<file path="src/rtl/shrd_irq_pkg.sv">
package shrd_irq_pkg;
  // word addresses of register groups; each word group spans up to 8 words
  localparam int unsigned A_CFG  = 0;
  localparam int unsigned A_EDGE = 1;
  localparam int unsigned A_POL  = 8;
  localparam int unsigned A_TRIG = 16;
  localparam int unsigned A_DUAL = 24;
  localparam int unsigned A_MASK = 32;
  localparam int unsigned A_MSET = 40;
  localparam int unsigned A_MCLR = 48;
  localparam int unsigned A_PEND = 56;
  localparam int unsigned A_PIN  = 64;   // then processor maps at A_PIN+N_SRC

  localparam int unsigned EDGE_SET_BIT = 31;
  localparam int unsigned EDGE_NUM_W   = 8;
  localparam int unsigned PIN_VLD_BIT  = 31;
endpackage

</file>
<file path="src/rtl/shrd_irq_regs.sv">
module shrd_irq_regs
  import shrd_irq_pkg::*;
#(
  parameter int N_SRC = 32,
  parameter int N_CPU = 4,
  parameter int N_PIN = 4,
  parameter int AW    = 7,
  localparam int PW    = $clog2(N_PIN),
  localparam int NWORD = (N_SRC + 31) / 32,
  localparam int PADW  = NWORD * 32
) (
  input  logic             clk_i,
  input  logic             rst_ni,
  input  logic             wr_en_i,
  input  logic             rd_en_i,
  input  logic [AW-1:0]    addr_i,
  input  logic [31:0]      wr_data_i,
  input  logic [N_SRC-1:0] pend_i,
  output logic [31:0]      rd_data_o,
  output logic [N_SRC-1:0] pol_o,
  output logic [N_SRC-1:0] trig_o,
  output logic [N_SRC-1:0] dual_o,
  output logic [N_SRC-1:0] mask_o,
  output logic [N_SRC-1:0] pin_vld_o,
  output logic [PW-1:0]    pin_o [N_SRC],
  output logic [N_CPU-1:0] cpu_o [N_SRC],
  output logic [N_SRC-1:0] sw_set_o,
  output logic [N_SRC-1:0] sw_clr_o
);
  localparam logic [31:0] CFG_WORD = {16'h0, 8'(N_CPU - 1), 8'(N_SRC / 8 - 1)};

  logic [31:0]     a;
  logic [31:0]     rd_d;
  logic [PADW-1:0] pol_pad, trig_pad, dual_pad, mask_pad, pend_pad;
  logic            unused_wdata;

  assign a            = 32'(addr_i);
  assign unused_wdata = ^wr_data_i;
  assign pol_pad      = PADW'(pol_o);
  assign trig_pad     = PADW'(trig_o);
  assign dual_pad     = PADW'(dual_o);
  assign mask_pad     = PADW'(mask_o);
  assign pend_pad     = PADW'(pend_i);

  always_ff @(posedge clk_i or negedge rst_ni) begin
    if (!rst_ni) begin
      pol_o     <= '0;
      trig_o    <= '0;
      dual_o    <= '0;
      mask_o    <= '0;
      pin_vld_o <= '0;
      for (int s = 0; s < N_SRC; s++) begin
        pin_o[s] <= '0;
        cpu_o[s] <= '0;
      end
    end else if (wr_en_i) begin
      for (int s = 0; s < N_SRC; s++) begin
        if (a == A_POL  + 32'(s / 32)) pol_o[s]  <= wr_data_i[s % 32];
        if (a == A_TRIG + 32'(s / 32)) trig_o[s] <= wr_data_i[s % 32];
        if (a == A_DUAL + 32'(s / 32)) dual_o[s] <= wr_data_i[s % 32];
        if (a == A_MSET + 32'(s / 32) && wr_data_i[s % 32]) mask_o[s] <= 1'b1;
        if (a == A_MCLR + 32'(s / 32) && wr_data_i[s % 32]) mask_o[s] <= 1'b0;
        if (a == A_PIN + 32'(s)) begin
          pin_vld_o[s] <= wr_data_i[PIN_VLD_BIT];
          pin_o[s]     <= wr_data_i[PW-1:0];
        end
        if (a == A_PIN + 32'(N_SRC + s)) cpu_o[s] <= wr_data_i[N_CPU-1:0];
      end
    end
  end

  // edge word: decoded to a one-hot set or clear strobe
  always_comb begin
    sw_set_o = '0;
    sw_clr_o = '0;
    if (wr_en_i && a == A_EDGE) begin
      for (int s = 0; s < N_SRC; s++) begin
        if (wr_data_i[EDGE_NUM_W-1:0] == EDGE_NUM_W'(s)) begin
          if (wr_data_i[EDGE_SET_BIT]) sw_set_o[s] = 1'b1;
          else                         sw_clr_o[s] = 1'b1;
        end
      end
    end
  end

  always_comb begin
    rd_d = '0;
    if (a == A_CFG) rd_d = CFG_WORD;
    for (int w = 0; w < NWORD; w++) begin
      if (a == A_POL  + 32'(w)) rd_d = pol_pad[w*32 +: 32];
      if (a == A_TRIG + 32'(w)) rd_d = trig_pad[w*32 +: 32];
      if (a == A_DUAL + 32'(w)) rd_d = dual_pad[w*32 +: 32];
      if (a == A_MASK + 32'(w)) rd_d = mask_pad[w*32 +: 32];
      if (a == A_PEND + 32'(w)) rd_d = pend_pad[w*32 +: 32];
    end
    for (int s = 0; s < N_SRC; s++) begin
      if (a == A_PIN + 32'(s)) begin
        rd_d[PIN_VLD_BIT] = pin_vld_o[s];
        rd_d[PW-1:0]      = pin_o[s];
      end
      if (a == A_PIN + 32'(N_SRC + s)) rd_d[N_CPU-1:0] = cpu_o[s];
    end
  end

  always_ff @(posedge clk_i or negedge rst_ni) begin
    if (!rst_ni)      rd_data_o <= '0;
    else if (rd_en_i) rd_data_o <= rd_d;
  end
endmodule

</file>
<file path="src/rtl/shrd_irq_detect.sv">
module shrd_irq_detect #(
  parameter int N_SRC = 32
) (
  input  logic             clk_i,
  input  logic             rst_ni,
  input  logic [N_SRC-1:0] src_i,
  input  logic [N_SRC-1:0] pol_i,
  input  logic [N_SRC-1:0] trig_i,
  input  logic [N_SRC-1:0] dual_i,
  input  logic [N_SRC-1:0] sw_set_i,
  input  logic [N_SRC-1:0] sw_clr_i,
  output logic [N_SRC-1:0] pend_o
);
  for (genvar g = 0; g < N_SRC; g++) begin : g_src
    logic s1_q, s2_q, s3_q, lat_q, evt;

    // raw-level edge compare, so a polarity write never fakes an edge
    assign evt = trig_i[g] & (dual_i[g] ? (s2_q ^ s3_q)
                                        : (pol_i[g] ? (~s2_q & s3_q) : (s2_q & ~s3_q)));

    always_ff @(posedge clk_i or negedge rst_ni) begin
      if (!rst_ni) begin
        s1_q  <= 1'b0;
        s2_q  <= 1'b0;
        s3_q  <= 1'b0;
        lat_q <= 1'b0;
      end else begin
        s1_q  <= src_i[g];
        s2_q  <= s1_q;
        s3_q  <= s2_q;
        lat_q <= (lat_q & ~sw_clr_i[g]) | sw_set_i[g] | evt;
      end
    end

    assign pend_o[g] = trig_i[g] ? lat_q : (s2_q ^ pol_i[g]);
  end
endmodule

</file>
<file path="src/rtl/shrd_irq_route.sv">
module shrd_irq_route #(
  parameter int N_SRC = 32,
  parameter int N_CPU = 4,
  parameter int N_PIN = 4,
  localparam int PW = $clog2(N_PIN)
) (
  input  logic [N_SRC-1:0]       pend_i,
  input  logic [N_SRC-1:0]       mask_i,
  input  logic [N_SRC-1:0]       pin_vld_i,
  input  logic [PW-1:0]          pin_i [N_SRC],
  input  logic [N_CPU-1:0]       cpu_i [N_SRC],
  output logic [N_CPU*N_PIN-1:0] irq_o
);
  logic [N_SRC-1:0] live;
  assign live = pend_i & mask_i & pin_vld_i;

  always_comb begin
    irq_o = '0;
    for (int s = 0; s < N_SRC; s++)
      for (int c = 0; c < N_CPU; c++)
        for (int p = 0; p < N_PIN; p++)
          if (live[s] && cpu_i[s][c] && pin_i[s] == PW'(p)) irq_o[c*N_PIN+p] = 1'b1;
  end
endmodule

</file>
<file path="src/rtl/shrd_irq_ctrl.sv">
module shrd_irq_ctrl #(
  parameter int N_SRC = 32,
  parameter int N_CPU = 4,
  parameter int N_PIN = 4,
  localparam int AW = $clog2(shrd_irq_pkg::A_PIN + 2 * N_SRC),
  localparam int PW = $clog2(N_PIN)
) (
  input  logic                   clk_i,
  input  logic                   rst_ni,
  input  logic                   wr_en_i,
  input  logic                   rd_en_i,
  input  logic [AW-1:0]          addr_i,
  input  logic [31:0]            wr_data_i,
  input  logic [N_SRC-1:0]       src_i,
  output logic [31:0]            rd_data_o,
  output logic [N_CPU*N_PIN-1:0] irq_o
);
  logic [N_SRC-1:0] pol_w, trig_w, dual_w, mask_w, pin_vld_w, pend_w, sw_set_w, sw_clr_w;
  logic [PW-1:0]    pin_w [N_SRC];
  logic [N_CPU-1:0] cpu_w [N_SRC];

  shrd_irq_regs #(.N_SRC(N_SRC), .N_CPU(N_CPU), .N_PIN(N_PIN), .AW(AW)) u_regs (
    .clk_i, .rst_ni, .wr_en_i, .rd_en_i, .addr_i, .wr_data_i,
    .pend_i(pend_w), .rd_data_o,
    .pol_o(pol_w), .trig_o(trig_w), .dual_o(dual_w), .mask_o(mask_w),
    .pin_vld_o(pin_vld_w), .pin_o(pin_w), .cpu_o(cpu_w),
    .sw_set_o(sw_set_w), .sw_clr_o(sw_clr_w)
  );

  shrd_irq_detect #(.N_SRC(N_SRC)) u_detect (
    .clk_i, .rst_ni, .src_i,
    .pol_i(pol_w), .trig_i(trig_w), .dual_i(dual_w),
    .sw_set_i(sw_set_w), .sw_clr_i(sw_clr_w), .pend_o(pend_w)
  );

  shrd_irq_route #(.N_SRC(N_SRC), .N_CPU(N_CPU), .N_PIN(N_PIN)) u_route (
    .pend_i(pend_w), .mask_i(mask_w), .pin_vld_i(pin_vld_w),
    .pin_i(pin_w), .cpu_i(cpu_w), .irq_o
  );
endmodule

</file>
<file path="config.mk">
export PLATFORM = sky130hd
export DESIGN_NAME = shrd_irq_ctrl
export DESIGN_NICKNAME = d
export VERILOG_FILES = /design/src/rtl/shrd_irq_pkg.sv /design/src/rtl/shrd_irq_regs.sv /design/src/rtl/shrd_irq_detect.sv /design/src/rtl/shrd_irq_route.sv /design/src/rtl/shrd_irq_ctrl.sv
export SDC_FILE = /design/constraint.sdc
export NUM_CORES = 1
export LEC_CHECK = 0
export BUFFER_PORTS_ARGS = -buffer_cell sky130_fd_sc_hd__buf_4
export CAP_MARGIN = 5
export CORE_UTILIZATION = 63
export DETAILED_ROUTE_END_ITERATION = 12
export GPL_TIMING_DRIVEN = 1
export HOLD_SLACK_MARGIN = 0.03
export PLACE_DENSITY = 0.85
export SETUP_SLACK_MARGIN = 0.4
export SYNTH_ARGS = -nofsm -noshare
export SYNTH_HDL_FRONTEND = slang
export SYNTH_SLANG_ARGS = --single-unit
</file>
<file path="constraint.sdc">
create_clock -name clk_i -period 2.4 [get_ports clk_i]
set_input_delay 0.24 -clock clk_i [delete_from_list [all_inputs] [get_ports clk_i]]
set_output_delay 0.24 -clock clk_i [all_outputs]
set_load 0.01 [all_outputs]
</file>
==> summary.txt, run 1 <==
Floorplanning
  – Die height: 217.5 µm
  – Initial Utilization: between 60% and 70%
  – Cell Rows: 78
  – Die Width: approximately 220 µm
  – Io pins: ~120

Placement
  – Buffers added on ports: between 100 and 150
  – Dpl ws: -548.5 ps
  – Post-place instance area: 0.03439 mm²
  – Post-DP HPWL: between 100,000 and 150,000 µm
  – RePlAce Congestion: about 1.4

Synthesis
  – Synthesis Warnings: 0
  – Post-synth top area cell: dfrtp_1
  – Top post-synthesis cells by area: dfrtp_1 (44%), mux2_2 (14%), o22ai_1 (5.2%), nand2_1 (3.9%), a21oi_1 (2.8%)
  – #FFs+latches synth: between 500 and 600
  – Most used DFF post-synth: dfrtp_1
  – Avg Cell Area, Syn: 9.806 µm²
  – Synth top area share: between 40% and 50%
  – Post-synth EDFFs: 0
  – Post-synthesis cell count: 2,983
  – Most frequent cells after synthesis: dfrtp_1 (512), mux2_2 (355), nand2_1 (303), o22ai_1 (245), a21oi_1 (162)
  – Async SR Flop Fraction: 100.0%
  – Syn Nets: between 3,000 and 4,000
  – Post-synthesis sequential area ratio: between 40 and 50%
  – Most common cell in the synthesized netlist: dfrtp_1
  – Synth cell types: between 80 and 90
  – Synthesized cell area: 0.02925 mm²

CTS
  – CTS root buffer: clkbuf_16
  – Clock Tree Buf Depth: 3
  – TritonCTS Buffers: 52
  – H-tree level count: 2
  – Clock sinks: a little over 500

GRT
  – Overflow left after global routing: approximately 1,400
  – Vias in the first global route: between 40,000 and 50,000
  – Total track usage: slightly above 90%
  – Global-route wire length before repair: approximately 330,000 µm
  – Largest net degree at the start of global routing: 70

Run status
  – Fail Step: global routing
  – Tool error: [ERROR GRT-0116] Global routing finished with congestion. Check the congestion regions in the DRC Viewer.
  – Status: stopped before the end
layer usage:
layer  overflow  track usage (%)
met5         17            59.27
met4        421            95.61
met3         77            81.42
met2        843            105.3
met1         50            90.75
logic make-up after synthesis:
family,share of synthesized area [%]
XOR/XNOR,0.9582
AO/OA/AOI/OAI,17.83
flip-flops,43.80
multiplexers,14.49
buffers and inverters,4.209
adder cells (fa/ha/maj),2.738
AND/OR/NAND/NOR,15.97
repair_timing:
| item | CTS |
|---|---|
| setup endpoints to repair | 38 |
| buffers inserted | 24 |
| pin swaps | 77 |
| hold buffers | 61 |
| hold endpoints to repair | 184 |
| gates resized for setup | 306 |
metrics by stage:
step | util, % | std cells | hold slack, ps
2_1_floorplan | - | 2983 | -55.59
3_3_place_gp | 75.47 | 4030 | 254.8
3_5_place_dp | 75.47 | 4030 | 255.1
4_1_cts | 83.95 | 4209 | 37.42
==> run 2: changes to the inputs <==
- CORE_UTILIZATION: 63 -> 40
- HOLD_SLACK_MARGIN: 0.03 -> unset
- PLACE_DENSITY: 0.85 -> unset
- PLACE_DENSITY_LB_ADDON: unset -> 0.15
- SETUP_SLACK_MARGIN: 0.4 -> unset
==> run 2 against run 1 <==
Synthesized cell count unchanged. Synthesized area unchanged. The flow now finishes, with violations (negative setup slack).
==> summary.txt, run 2 <==
Run status
  – Status: complete, but fails checks (was stopped before the end)
  – Failing checks: negative setup slack

Floorplanning
  – Die Width: 272.4 µm (was 217.5 µm)
  – Initial Utilization: 40.64% (was 64.18%)
  – Die height: 272.4 µm (was 217.5 µm)
  – Io pins: 123 (unchanged)
  – Area of the die: about 0.074 mm²
  – Core Region: between 0.07 and 0.08 mm²
  – Cell Rows: 98 (was 78)

Drt
  – WL met3: between 10,000 and 15,000 µm
  – WL met2: 69,710 µm
  – Via density: approximately 6.3
  – Drt pass-1 iters: 6
  – ANT nets after route: 0
  – Aggregate routed wire length: approximately 160,000 µm
  – DRT iter0 DRCs: roughly 3,400
  – Vias: 30,420
  – Wire per inst: 32.37 µm
  – Routed length on met1: 58,420 µm
  – Drc violations: 0
  – Top sig layer: met4

Placement
  – Dpl ws: -804.1 ps (was -548.5 ps)
  – Buffers added on ports: 122 (unchanged)
  – Placed Cells: 4,615 (was 4,030)
  – RePlAce Congestion: 1.109 (was 1.400)
  – Post-DP HPWL: 119,800 µm (was 110,200 µm)

Synthesis
  – Avg Cell Area, Syn: 9.806 µm² (unchanged)
  – Post-synth top area cell: dfrtp_1 (unchanged)
  – #FFs+latches synth: 512 (unchanged)
  – Synth cell types: 85 (unchanged)
  – Synthesis Warnings: 0 (unchanged)
  – Most frequent cells after synthesis: dfrtp_1 (512), mux2_2 (355), nand2_1 (303), o22ai_1 (245), a21oi_1 (162) (unchanged)
  – Post-synthesis sequential area ratio: 43.80% (unchanged)
  – Async SR Flop Fraction: 100.0% (unchanged)
  – Syn Nets: 3,122 (unchanged)
  – Synthesized cell area: 0.02925 mm² (unchanged)
  – Synth top area share: 43.80% (unchanged)
  – Post-synthesis cell count: 2,983 (unchanged)
  – Top post-synthesis cells by area: dfrtp_1 (44%), mux2_2 (14%), o22ai_1 (5.2%), nand2_1 (3.9%), a21oi_1 (2.8%) (unchanged)
  – Post-synth EDFFs: 0 (unchanged)
  – Most common cell in the synthesized netlist: dfrtp_1 (unchanged)
  – Most used DFF post-synth: dfrtp_1 (unchanged)

Critical path
  – Max stage delay cell, worst path: or4_4
  – Crit Path Max Fanout: 3
  – CP startpoint kind: flip-flop
  – Critical Path Max Stage Delay: around 500 ps
  – Critical R2R Capture: u_regs.rd_data_o[3]
  – Crit path cell chain: xor2_1 -> o2111a_2 -> nand2_4 -> nor3_1 -> or4_4 -> nor4_2 -> nand4_1 -> buf_4
  – RR Startpoint: u_regs.cpu_o[71]
  – Worst r2r path cells: 6
  – Critical path arrival: around 3000 ps
  – Crit path required time: approximately 2200 ps
  – Reg-to-reg setup timing slack: approximately 40 ps
  – Worst Setup End Kind: primary output
  – WS Path Type: flip-flop to primary output

Power
  – Sequential share of power: a little over two fifths
  – Logic pwr share: between 10% and 20%
  – Static Leakage: roughly 19 nW
  – Int Power: roughly 17 mW
  – Power Density: 557.2 mW/mm²
  – NetSw: 6.616 mW
  – Clock share of power: 41.5%
  – Peak supply drop: slightly above 0.6 mV
  – Total power: approximately 23 mW
  – Net Sw Frac: ~28%

Timing
  – RSZ-0062 raised after global routing: true
  – Final hold vios: 0
  – Setup_tns: -10,840 ps
  – Post-layout min period: ~3200 ps
  – Skew final: around 22 ps
  – Count of final max-slew check failures: 0
  – Tcrit/Tclk final: 133.1%
  – Worst slew pin tran: 987.6 ps
  – Setup WS post-layout: -795.5 ps
  – Slew HR: 34.16%
  – Fmax: ~310 MHz
  – Final count of negative-setup-slack endpoints: 16

GRT
  – Largest net degree at the start of global routing: a little under 100
  – Initial antenna violation count: 0
  – Vias in the first global route: between 30,000 and 40,000
  – Global-route wire length before repair: 221,100 µm
  – Overflow left after global routing: 0
  – Total track usage: 41.77%

Cells and area
  – Largest Register: u_regs.cpu_o
  – Max FFs per register: about 130
  – Post-layout util: between 50% and 60%
  – Antenna cells: 0
  – Fillers: 6,129
  – Layout cell share with drive strength beyond 1: a little over two fifths
  – Largest regs: u_regs.cpu_o x128, u_regs.pin_o x64
  – P&R area growth vs syn: 43.32%
  – Multi-input logic area: 0.01697 mm²
  – Flip-flop and latch area: 0.01281 mm²
  – Most common cell after layout, fill and taps aside: buf_4
  – # nets final: about 4,000
  – Most frequent cells in the layout: buf_4 (826), dfrtp_1 (512), mux2_2 (355)
  – Non-Filler Instances: between 4,000 and 5,000

Min path
  – HP Class: primary input to flip-flop
  – Hold EP: u_regs.rd_data_o[1]
  – Hold Path Depth: 3
  – Hold_sp: rd_en_i

CTS
  – TritonCTS Buffers: 56 (was 52)
  – Clk_lat worst skew: ~640 ps
  – Clock sinks: 512 (unchanged)
  – H-tree level count: 2 (unchanged)
  – CTS root buffer: clkbuf_16 (unchanged)
  – CTS tree: yes
  – Clock transition at path regs: 70 ps
  – Clock Tree Buf Depth: 3 (unchanged)

Job
  – Max-cap violations: 0
[run 2: power groups by stage]
stage	Sequential, mW	Combinational [mW]	Clock [mW]
global placement	10.0	3.24	0
global route	10.1	3.85	10.1
detailed placement	10.1	3.30	0
finish	10.0	3.64	9.69
floorplan	9.77	1.52	0
CTS	9.96	3.52	9.77
[run 2: worst max-delay path by stage]
stage / from / endpoint / slack (ps) / cells after the start
2_1_floorplan: u_detect.g_src[3].s2_q / irq_o[13] / 220 / 7
3_3_place_gp: addr_i[1] / u_regs.rd_data_o[3] / -810 / 12
3_5_place_dp: addr_i[1] / u_regs.rd_data_o[3] / -800 / 12
4_1_cts: u_detect.g_src[24].s2_q / irq_o[12] / -870 / 8
5_1_grt: u_regs.pol_o[23] / irq_o[12] / -850 / 9
6_report: u_detect.g_src[26].s2_q / irq_o[12] / -800 / 8
[run 2: area by class of cell]
cell class | instances | share of cell area [%]
inverter | 84 | 0.7521
clock inverter | 30 | 1.012
timing repair buffer | 994 | 20.42
multi-input combinational | 2181 | 40.48
sequential | 512 | 30.56
clock buffer | 74 | 3.937
tap | 950 | 2.835
[run 2: metrics by stage]
| step | hold slack [ps] | area [µm²] |
|---|---|---|
| after floorplan | -55.59 | 29250 |
| after global placement | 205.2 | 37040 |
| after detailed placement | 203.2 | 37040 |
| after CTS | 12.52 | 41260 |
| after global routing | 38.53 | 41920 |
| final | 31.53 | 41920 |
[run 2: cells by family (layout without fill, tap and decap cells)]
kind of cell,after synthesis,in the layout,synth area share [%]
AO/OA/AOI/OAI,785,785,17.83
buffers and inverters,290,1182,4.209
multiplexers,379,379,14.49
adder cells (fa/ha/maj),64,64,2.738
flip-flops,512,512,43.80
AND/OR/NAND/NOR,921,921,15.97
XOR/XNOR,32,32,0.9582
[run 2: what timing repair did]
action                                  CTS  global route
gates cloned                              0             0
hold buffers                             61             0
pin swaps                                86            47
endpoints found under the hold margin   219             0
buffers inserted                         39            21
resized for setup                       304           101
endpoints found under the setup margin   17            18
[run 2: critical path, delay by kind of cell, from the launching register on]
family	cells	cell delay, ps
simple gates	5	1190
flops	1	400
compound gates	1	340
buf+inv	1	210
xor+xnor	1	180
[run 2: metal layers]
| layer | track usage [%] | vias up |
|---|---|---|
| li1 | - | 12860 |
| met1 | 50.73 | 15230 |
| met2 | 65.01 | 1842 |
| met3 | 9.336 | 485 |
| met4 | 31.14 | 0 |
| met5 | 0 | - |
Note: power is estimated with default switching activity, not from simulation.
